$ cat config.mk
export PLATFORM = sky130hd
export DESIGN_NAME = cfg_readout
export DESIGN_NICKNAME = d
export VERILOG_FILES = /design/src/rtl/cfg_readout_pkg.sv /design/src/rtl/cfg_edge_sync.sv /design/src/rtl/cfg_store.sv /design/src/rtl/cfg_seq.sv /design/src/rtl/cfg_outstage.sv /design/src/rtl/cfg_readout.sv
export SDC_FILE = /design/constraint.sdc
export NUM_CORES = 1
export LEC_CHECK = 0
export BUFFER_PORTS_ARGS = -buffer_cell sky130_fd_sc_hd__buf_2
export CORE_ASPECT_RATIO = 1.5
export CORE_MARGIN = 3
export CORE_UTILIZATION = 35
export DETAILED_ROUTE_END_ITERATION = 10
export GPL_ROUTABILITY_DRIVEN = 1
export PLACE_DENSITY_LB_ADDON = 0.05
export SKIP_CTS_REPAIR_TIMING = 1
export SYNTH_ARGS = -nofsm -noshare
export SYNTH_HDL_FRONTEND = slang
export SYNTH_SLANG_ARGS = --single-unit
$ cat constraint.sdc
create_clock -name clk -period 2.55 [get_ports clk]
set_input_delay 0.255 -clock clk [delete_from_list [all_inputs] [get_ports clk]]
set_output_delay 0.255 -clock clk [all_outputs]
set_load 0.02 [all_outputs]
$ cat src/rtl/cfg_readout_pkg.sv
package cfg_readout_pkg;

    localparam int BYTE_W = 8;

    typedef enum logic [1:0] {
        ST_HOLD = 2'd0,
        ST_RUN  = 2'd1,
        ST_DONE = 2'd2
    } seq_state_e;

    // stored content: address times 29, low byte, xor 5A
    function automatic logic [BYTE_W-1:0] store_byte(input int unsigned a);
        int unsigned v;
        v = (a * 29) ^ 32'h5A;
        return v[BYTE_W-1:0];
    endfunction

endpackage

$ cat src/rtl/cfg_edge_sync.sv
module cfg_edge_sync #(
    parameter int STAGES = 2
) (
    input  logic clk,
    input  logic rst_n,
    input  logic din,
    output logic level,
    output logic rise
);
    logic [STAGES-1:0] chain;
    logic              prev;

    always_ff @(posedge clk or negedge rst_n) begin
        if (!rst_n) begin
            chain <= '0;
            prev  <= 1'b0;
        end else begin
            chain <= {chain[STAGES-2:0], din};
            prev  <= chain[STAGES-1];
        end
    end

    assign level = chain[STAGES-1];
    assign rise  = chain[STAGES-1] & ~prev;
endmodule

$ cat src/rtl/cfg_store.sv
module cfg_store
    import cfg_readout_pkg::*;
#(
    parameter int DEPTH = 64,
    localparam int AW = $clog2(DEPTH)
) (
    input  logic              clk,
    input  logic [AW-1:0]     addr,
    output logic [BYTE_W-1:0] rdata
);
    always_ff @(posedge clk) begin
        rdata <= store_byte(int'(addr));
    end
endmodule

$ cat src/rtl/cfg_seq.sv
module cfg_seq
    import cfg_readout_pkg::*;
#(
    parameter int AW   = 6,
    parameter int NREV = 4,
    parameter int SPAN = 16,
    parameter logic [NREV*AW-1:0] REV_BASE = '0,
    localparam int RW  = $clog2(NREV)
) (
    input  logic          clk,
    input  logic          rst_n,
    input  logic          hold,
    input  logic          reload,
    input  logic          step,
    input  logic          par_mode,
    input  logic [RW-1:0] rev_sel,
    output logic [AW-1:0] addr,
    output logic [2:0]    bit_idx,
    output logic [RW-1:0] rev_q,
    output seq_state_e    state
);
    seq_state_e    st_n;
    logic [AW-1:0] addr_n;
    logic [2:0]    bit_n;
    logic [RW-1:0] rev_n;
    logic [AW-1:0] base_n;
    logic [AW-1:0] last_a;

    function automatic logic [AW-1:0] base_of(input logic [RW-1:0] r);
        return REV_BASE[int'(r)*AW +: AW];
    endfunction

    // state register
    always_ff @(posedge clk or negedge rst_n) begin
        if (!rst_n) begin
            state   <= ST_HOLD;
            addr    <= base_of('0);
            bit_idx <= '0;
            rev_q   <= '0;
        end else begin
            state   <= st_n;
            addr    <= addr_n;
            bit_idx <= bit_n;
            rev_q   <= rev_n;
        end
    end

    // next-state and counter rules
    always_comb begin
        rev_n  = reload ? rev_sel : rev_q;
        base_n = base_of(rev_n);
        last_a = base_of(rev_q) + AW'(SPAN - 1);
        st_n   = state;
        addr_n = addr;
        bit_n  = bit_idx;
        if (hold) begin
            st_n   = ST_HOLD;
            addr_n = base_n;
            bit_n  = '0;
        end else if (reload) begin
            st_n   = ST_RUN;
            addr_n = base_n;
            bit_n  = '0;
        end else begin
            unique case (state)
                ST_HOLD: st_n = ST_RUN;
                ST_RUN: begin
                    if (step) begin
                        if (par_mode || bit_idx == 3'd7) begin
                            if (addr == last_a) begin
                                st_n = ST_DONE;
                            end else begin
                                addr_n = addr + AW'(1);
                                bit_n  = '0;
                            end
                        end else begin
                            bit_n = bit_idx + 3'd1;
                        end
                    end
                end
                ST_DONE: st_n = ST_DONE;
                default: st_n = ST_HOLD;
            endcase
        end
    end
endmodule

$ cat src/rtl/cfg_outstage.sv
module cfg_outstage
    import cfg_readout_pkg::*;
(
    input  logic              clk,
    input  logic              rst_n,
    input  logic              hold,
    input  logic              par_mode,
    input  seq_state_e        state,
    input  logic [BYTE_W-1:0] rbyte,
    input  logic [2:0]        bit_idx,
    input  logic              clk_lvl,
    output logic [BYTE_W-1:0] dout,
    output logic [BYTE_W-1:0] dout_oe,
    output logic              clkout,
    output logic              clkout_oe,
    output logic              done
);
    logic [2:0] bit_d;

    always_ff @(posedge clk or negedge rst_n) begin
        if (!rst_n) begin
            bit_d     <= '0;
            dout      <= '0;
            dout_oe   <= '0;
            clkout    <= 1'b0;
            clkout_oe <= 1'b0;
            done      <= 1'b0;
        end else begin
            bit_d     <= bit_idx;
            done      <= (state == ST_DONE) && !hold;
            clkout    <= clk_lvl;
            clkout_oe <= !hold;
            if (hold) begin
                dout    <= '0;
                dout_oe <= '0;
            end else if (par_mode) begin
                dout    <= rbyte;
                dout_oe <= '1;
            end else begin
                dout    <= {{(BYTE_W-1){1'b0}}, rbyte[3'd7 - bit_d]};
                dout_oe <= {{(BYTE_W-1){1'b0}}, 1'b1};
            end
        end
    end
endmodule

$ cat src/rtl/cfg_readout.sv
module cfg_readout
    import cfg_readout_pkg::*;
#(
    parameter int DEPTH = 64,
    parameter int NREV  = 4,
    parameter int SPAN  = 16,
    parameter int SYNC  = 2,
    parameter logic [NREV*$clog2(DEPTH)-1:0] REV_BASE = {6'd48, 6'd32, 6'd16, 6'd0}
) (
    input  logic                     clk,
    input  logic                     rst_n,
    input  logic                     cfg_clk,
    input  logic                     int_tick,
    input  logic                     clk_sel_int,
    input  logic                     ce_n,
    input  logic                     oe_rst_n,
    input  logic                     busy,
    input  logic                     cfg_pulse,
    input  logic [$clog2(NREV)-1:0]  rev_sel,
    input  logic                     par_mode,
    output logic [BYTE_W-1:0]        dout,
    output logic [BYTE_W-1:0]        dout_oe,
    output logic                     clkout,
    output logic                     clkout_oe,
    output logic                     done
);
    localparam int AW = $clog2(DEPTH);
    localparam int RW = $clog2(NREV);

    logic              ck_lvl, ck_rise, pl_lvl, reload;
    logic              hold, strobe, step, clk_lvl;
    logic [AW-1:0]     addr_q;
    logic [2:0]        bit_idx;
    logic [RW-1:0]     rev_q;
    logic [BYTE_W-1:0] rbyte;
    seq_state_e        state;

    cfg_edge_sync #(.STAGES(SYNC)) u_ck_sync (
        .clk(clk), .rst_n(rst_n), .din(cfg_clk), .level(ck_lvl), .rise(ck_rise)
    );
    cfg_edge_sync #(.STAGES(SYNC)) u_pl_sync (
        .clk(clk), .rst_n(rst_n), .din(cfg_pulse), .level(pl_lvl), .rise(reload)
    );

    assign hold    = ce_n | ~oe_rst_n;
    assign strobe  = clk_sel_int ? int_tick : ck_rise;
    assign clk_lvl = clk_sel_int ? int_tick : ck_lvl;
    assign step    = strobe & pl_lvl & (~par_mode | ~busy);

    cfg_seq #(
        .AW(AW), .NREV(NREV), .SPAN(SPAN), .REV_BASE(REV_BASE)
    ) u_seq (
        .clk(clk), .rst_n(rst_n), .hold(hold), .reload(reload), .step(step),
        .par_mode(par_mode), .rev_sel(rev_sel), .addr(addr_q),
        .bit_idx(bit_idx), .rev_q(rev_q), .state(state)
    );

    cfg_store #(.DEPTH(DEPTH)) u_store (
        .clk(clk), .addr(addr_q), .rdata(rbyte)
    );

    cfg_outstage u_out (
        .clk(clk), .rst_n(rst_n), .hold(hold), .par_mode(par_mode),
        .state(state), .rbyte(rbyte), .bit_idx(bit_idx), .clk_lvl(clk_lvl),
        .dout(dout), .dout_oe(dout_oe), .clkout(clkout),
        .clkout_oe(clkout_oe), .done(done)
    );
endmodule

==> results of run 1 <==
[final timing paths]
check | end | slack [ps] | from
setup / recovery | u_store.rdata[7] | 30 | u_seq.addr[2]
hold reg to reg | u_pl_sync.chain[1] | 350 | u_pl_sync.chain[0]
max in group asynchronous | u_seq.addr[0] | 2030 | rst_n
hold / removal | u_out.dout[7] | 20 | rst_n
min in group clk | u_pl_sync.chain[0] | 60 | cfg_pulse
setup reg to reg | u_store.rdata[7] | 30 | u_seq.addr[2]
[cells by family after synthesis]
| logic type | after synthesis | share of synthesized area, % |
|---|---|---|
| AOI/OAI and AO/OA | 34 | 10.99 |
| xor gates and xnor gates | 9 | 3.703 |
| adders and majority gates | 25 | 16.46 |
| buffers and inverters | 26 | 5.878 |
| DFF | 42 | 47.50 |
| muxes | 5 | 3.527 |
| and+or+nand+nor | 47 | 11.93 |
[layer usage]
metal | wire [um] | vias up
li1 | - | 720
met1 | 1722 | 718
met2 | 2347 | 28
met3 | 171 | 6
met4 | 76 | 0
met5 | 0 | -
[sequential cells by signal, indices dropped and copies added, names as in the netlist]
register         cells
u_seq.addr           6
u_out.clkout         1
u_ck_sync.chain      2
u_ck_sync.prev       1
u_out.done           1
u_out.bit_d          3
u_pl_sync.chain      2
u_seq.bit_idx        3
u_store.rdata        8
u_out.dout           8
u_out.dout_oe        2
u_seq.state          2
u_seq.rev_q          2
u_pl_sync.prev       1
[area by class of cell]
| cell class | instances | area share, % |
|---|---|---|
| Inverter | 15 | 2.260 |
| Sequential cell | 42 | 40.58 |
| Tap cell | 72 | 3.616 |
| Clock buffer | 6 | 3.315 |
| Timing Repair Buffer | 39 | 8.739 |
| Multi-Input combinational cell | 120 | 40.98 |
| Clock inverter | 2 | 0.5023 |
[where the power goes]
group          internal [W]  switching [W]
Combinational     0.0000763       0.000112
Sequential         0.000698      0.0000215
Clock              0.000218       0.000235
[through the flow]
stage | std cells | utilization (%) | hold WS (ps) | setup TNS, ps | area (sq um)
floorplan | 188 | - | -40.59 | 0 | 2141
global placement | 288 | 40.83 | 334.0 | -0.9570 | 2380
detailed placement | 288 | 40.83 | 335.6 | -44.37 | 2380
CTS | 296 | 42.46 | 42.89 | -59.17 | 2475
global route | 296 | 42.74 | 53.00 | -52.17 | 2491
finish | 296 | 42.74 | 18.99 | 0 | 2491
[layout by cell type (no fill, tap or decap), types with 4 or more instances in the layout]
master and count:
and3_1 9, buf_4 9, fa_1 5, nand3_1 4, a32o_1 4, nand2_1 13, ha_1 18, xor2_1 5
o21ai_0 5, clkbuf_8 6, xnor2_1 4, dfrtp_1 34, buf_2 30, dfxtp_1 8, a21oi_1 9, inv_1 12
==> results.py, run 1 <==
metrics = {
    "synth": {
        "async_flop_share_pct": 80.95,
        "synth_top_area_share_pct": 39.98,
        "synth-seq-cells": 42,
        "synth_top_area_cell": "dfrtp_1",
        "netlist_area_sq_um": 2128,
        "synth.distinct_cells": 41,
        "synth_edf_count": 0,
        "syn_avg_cell_area_sq_um": 11.32,
        "seq_area_frac_synth_pct": 47.50,
        "netlist_top_cells_area": "dfrtp_1 (40%), ha_1 (12%), dfxtp_1 (7.5%), fa_1 (4.7%), and3_1 (2.6%)",
        "yosysMostFrequentCell": "dfrtp_1",
        "synth_ff_type": "dfrtp_1",
        "syn_inst": 188,
        "yosys_warnings": 0,
        "netlist_top_cells_count": "dfrtp_1 (34), ha_1 (20), inv_1 (15)",
        "synthesis.nets": 225,
    },
    "sta": {
        "worst_slack_ps": 29.47,
        "rsz0062_at_grt": "yes",
        "setup_viol": 0,
        "fin_crit_sh_pct": 98.84,
        "finalHoldViolCount": 0,
        "finClkSkew_ps": 5.295,
        "fmax_ghz": 0.3967,
        "slew_viol_final": 0,
        "tightest_slew_ps": 765.1,
        "min_period_ps": 2521,
        "slew-limit-headroom_pct": 48.99,
    },
    "drt": {
        "vias": 1472,
        "drt-vias-per-instance": 4.973,
        "avgRoutedWirePerCell_um": 14.59,
        "wl_um": 4318,
        "post-route-drc-count": 0,
        "drtPass1Iterations": 4,
        "drtAntennaViolNets": 0,
        "first_iter_violations": 39,
    },
    "setup_path": {
        "cp_top_family": "adder cells",
        "cp.arrival_ps": 2750,
        "reg2reg_depth": 9,
        "path_buf_inv": 2,
        "crit_type": "flip-flop to flip-flop",
        "slowest_delay_ps": 550,
        "required_ps": 2780,
        "cp.depth": 9,
        "cp_max_fo": 3,
        "slowest_stage": "fa_1",
        "end_kind": "flip-flop",
        "cp-start-kind": "flip-flop",
        "critical_path.cell_chain": "inv_2 -> fa_1 -> inv_2 -> ha_4 -> fa_1 -> ha_4 -> a21o_1 -> a21oi_2 -> xnor2_1",
    },
    "clocking": {
        "clkTransAtPathRegs_ps": 80,
        "cts_root_buf": "clkbuf_8",
        "cts_tree": "built",
        "clk_latency_ps": 290,
        "clock_path_buffers": 2,
        "numCtsBuffers": 5,
        "htree_levels": 2,
        "clock-sinks": 42,
    },
    "placed_design": {
        "port_buffers": 30,
        "place.gp.congestion": 0.7743,
        "dp_slack_ps": -44.37,
        "hpwl_um": 3348,
    },
    "layout": {
        "fillCellCount": 571,
        "syn_to_final_growth_pct": 17.05,
        "layout.nets": 260,
        "multiInputGateArea_sq_um": 1021,
        "seq_area_sq_um": 1011,
        "diodes": 0,
        "drive_gt1_share_pct": 24.55,
    },
    "floorplanning": {
        "fp.dieW_um": 69.67,
        "die_h_um": 101.5,
        "initial_core_util_pct": 36.52,
        "core_area_sq_um": 5828,
        "dieArea_sq_um": 7072,
        "rows": 34,
        "io_pins": 31,
    },
    "global_routing": {
        "first_global_vias": 1574,
        "overflow": 0,
        "use_met1_pct": 14.74,
        "antenna_found_initial": 0,
        "grtUsageTotal_pct": 13.44,
        "grt_max_degree": 35,
        "use_met2_pct": 25.59,
        "grt_pass1_wl_um": 7493,
        "grt_use_met3_pct": 2.681,
        "grt-busiest-layer": "met2",
    },
    "power_and_ir_drop": {
        "p_total_w": 0.001361,
        "cellLeakagePower_nw": 1.286,
        "worst_ir_drop_vdd_v": 0.0002200,
        "power.density_nw_per_um2": 546.2,
    },
    "worst_hold_path": {
        "hold_path.class": "input port to asynchronous set/reset pin",
    },
    "run_status": {
        "status": "finished clean",
    },
    "run": {
        "cap_viol_max_count": 0,
    },
}
Power figures use the tool's default switching activity.
==> run 2, diff against run 1 <==
- clock period: 2.55 -> 2.3 ns (I/O delays scaled with it)
==> run 2 against run 1 <==
The run now ends with negative hold slack, negative setup slack left; final area is 5.3% higher; sequential share of layout area decreased by 2.0 points; die area unchanged; utilization up 2.3 points; worst setup slack got worse by 240 ps; maximum frequency grew 0.46%; hold slack got worse by 22 ps; via count increased by 2.9%; critical path depth is the same; wire length rose by 3.7%; first-iteration DRC count increased by 51%; clock skew is 1.3 ps lower; largest cell class unchanged.
==> results.py, run 2 (synthesized netlist as in run 1, its figures left out) <==
metrics = {
    "run_status": {
        "status": "finished, violations left",
        "violations": "negative hold slack, negative setup slack",
    },
    "global_routing": {
        "grtUsageTotal_pct": 13.53,
        "antenna_found_initial": 0,
        "grt_pass1_wl_um": 7527,
        "first_global_vias": 1611,
        "grt_max_degree": 35,
        "overflow": 0,
    },
    "sta": {
        "slew_viol_final": 0,
        "setup_viol": 3,
        "whs_ps": -2.619,
        "finClkSkew_ps": 4.042,
        "worst_slack_ps": -209.1,
        "fin_crit_sh_pct": 109.1,
        "finalHoldViolCount": 7,
        "slew-limit-headroom_pct": 49.21,
        "tightest_slew_ps": 761.8,
        "fmax_ghz": 0.3986,
        "rsz0062_at_grt": "yes",
        "min_period_ps": 2509,
    },
    "layout": {
        "diodes": 0,
        "final_common_cell": "dfrtp_1",
        "layout.nets": 270,
        "final_area_sq_um": 2623,
        "final_cell_mix": "dfrtp_1 (33), buf_2 (30), ha_1 (18), buf_4 (18), nand2_1 (13)",
        "syn_to_final_growth_pct": 23.22,
        "top_regs": "u_out.dout (8), u_store.rdata (8), u_seq.addr (6)",
        "fillCellCount": 559,
        "drive_gt1_share_pct": 29.06,
    },
    "power_and_ir_drop": {
        "p_total_w": 0.001725,
        "power_switching_w": 0.0004229,
        "pwr-share-seq_pct": 46.3,
        "power.density_nw_per_um2": 657.9,
        "worst_ir_drop_vdd_v": 0.0002789,
        "p_int_w": 0.001302,
        "pwr-share-clk_pct": 40.9,
        "cellLeakagePower_nw": 1.356,
        "power_frac_comb_pct": 12.8,
        "switching_share_pct": 24.51,
    },
    "setup_path": {
        "required_ps": 2530,
        "crit_type": "flip-flop to flip-flop",
        "end_kind": "flip-flop",
        "cp.arrival_ps": 2740,
        "cp_max_fo": 3,
        "cp-start-kind": "flip-flop",
    },
    "floorplanning": {
        "die_h_um": 101.5,
        "rows": 34,
        "fp.dieW_um": 69.67,
        "dieArea_sq_um": 7072,
        "initial_core_util_pct": 36.52,
        "io_pins": 31,
        "core_area_sq_um": 5828,
    },
    "clocking": {
        "htree_levels": 2,
        "clkTransAtPathRegs_ps": 80,
        "cts_root_buf": "clkbuf_8",
        "clock_path_buffers": 2,
        "numCtsBuffers": 5,
        "clk_latency_ps": 300,
        "cts_tree": "built",
        "clock-sinks": 42,
    },
    "drt": {
        "avgRoutedWirePerCell_um": 14.63,
        "post-route-drc-count": 0,
        "vias": 1515,
        "drt-vias-per-instance": 4.951,
        "drtAntennaViolNets": 0,
        "drtPass1Iterations": 4,
        "wl_um": 4476,
        "first_iter_violations": 59,
    },
    "placed_design": {
        "port_buffers": 30,
        "place_area_sq_um": 2437,
        "dp_slack_ps": -239.3,
        "hpwl_um": 3495,
        "place.gp.congestion": 0.8059,
    },
    "worst_hold_path": {
        "hold_path.class": "input port to asynchronous set/reset pin",
    },
    "run": {
        "cap_viol_max_count": 0,
    },
}
[run 2: cell count changes in the layout (fill, tap and decap cells not counted), sizes merged]
cell / delta
clkbuf: -1
buf: +10
bufinv: +2
clkinvlp: -1
[run 2: final cells by class]
type / count / area (sq um) / share of cell area, %
multi-input combinational: 120 / 1030 / 39.27
sequential: 42 / 1012 / 38.60
timing repair buffer: 49 / 296.5 / 11.31
tap: 72 / 90.09 / 3.435
clock buffer: 5 / 68.82 / 2.624
clock inverter: 3 / 68.82 / 2.624
inverter: 15 / 56.30 / 2.147
[run 2: critical path: stages, from the launching register on]
cell and delay (ps):
dfrtp_1 410, inv_2 70, fa_1 540, inv_2 40, ha_4 210, fa_1 540, ha_4 220, a21o_1 160
a21oi_2 130, xnor2_1 120
[run 2: stage by stage]
step,setup TNS (ps),util [%],cells
2_1_floorplan,-251.5,-,188
3_3_place_gp,-373.7,41.82,295
3_5_place_dp,-527.6,41.82,295
4_1_cts,-589.0,44.18,303
5_1_grt,-780.9,45.00,306
6_report,-481.4,45.00,306
[run 2: final timing paths]
check                                endpoint  slack [ps]                from  cells after the start
max reg2reg                  u_store.rdata[7]        -210       u_seq.addr[1]                      9
min                          u_out.dout_oe[6]          -3               rst_n                      1
min in group clk           u_ck_sync.chain[0]          30             cfg_clk                      1
max                          u_store.rdata[7]        -210       u_seq.addr[1]                      9
max in group asynchronous       u_seq.addr[0]        1770               rst_n                      1
min reg2reg                u_ck_sync.chain[1]         360  u_ck_sync.chain[0]                      0
[run 2: power by group through the flow]
stage	Combinational (W)	Clock, W	Sequential, W
final	0.000220	0.000706	0.000799
after global routing	0.000246	0.000764	0.000804
after CTS	0.000217	0.000730	0.000800
after detailed placement	0.000216	0	0.000815
after global placement	0.000210	0	0.000813
after floorplan	0.000131	0	0.000821
[run 2: metal layers]
metal	global-route usage [%]	vias up	part of all wire [%]
met5	0	-	0
met2	25.37	33	54
met1	15.14	731	40
li1	-	743	-
met4	5.310	0	2.1
met3	2.483	8	3.7
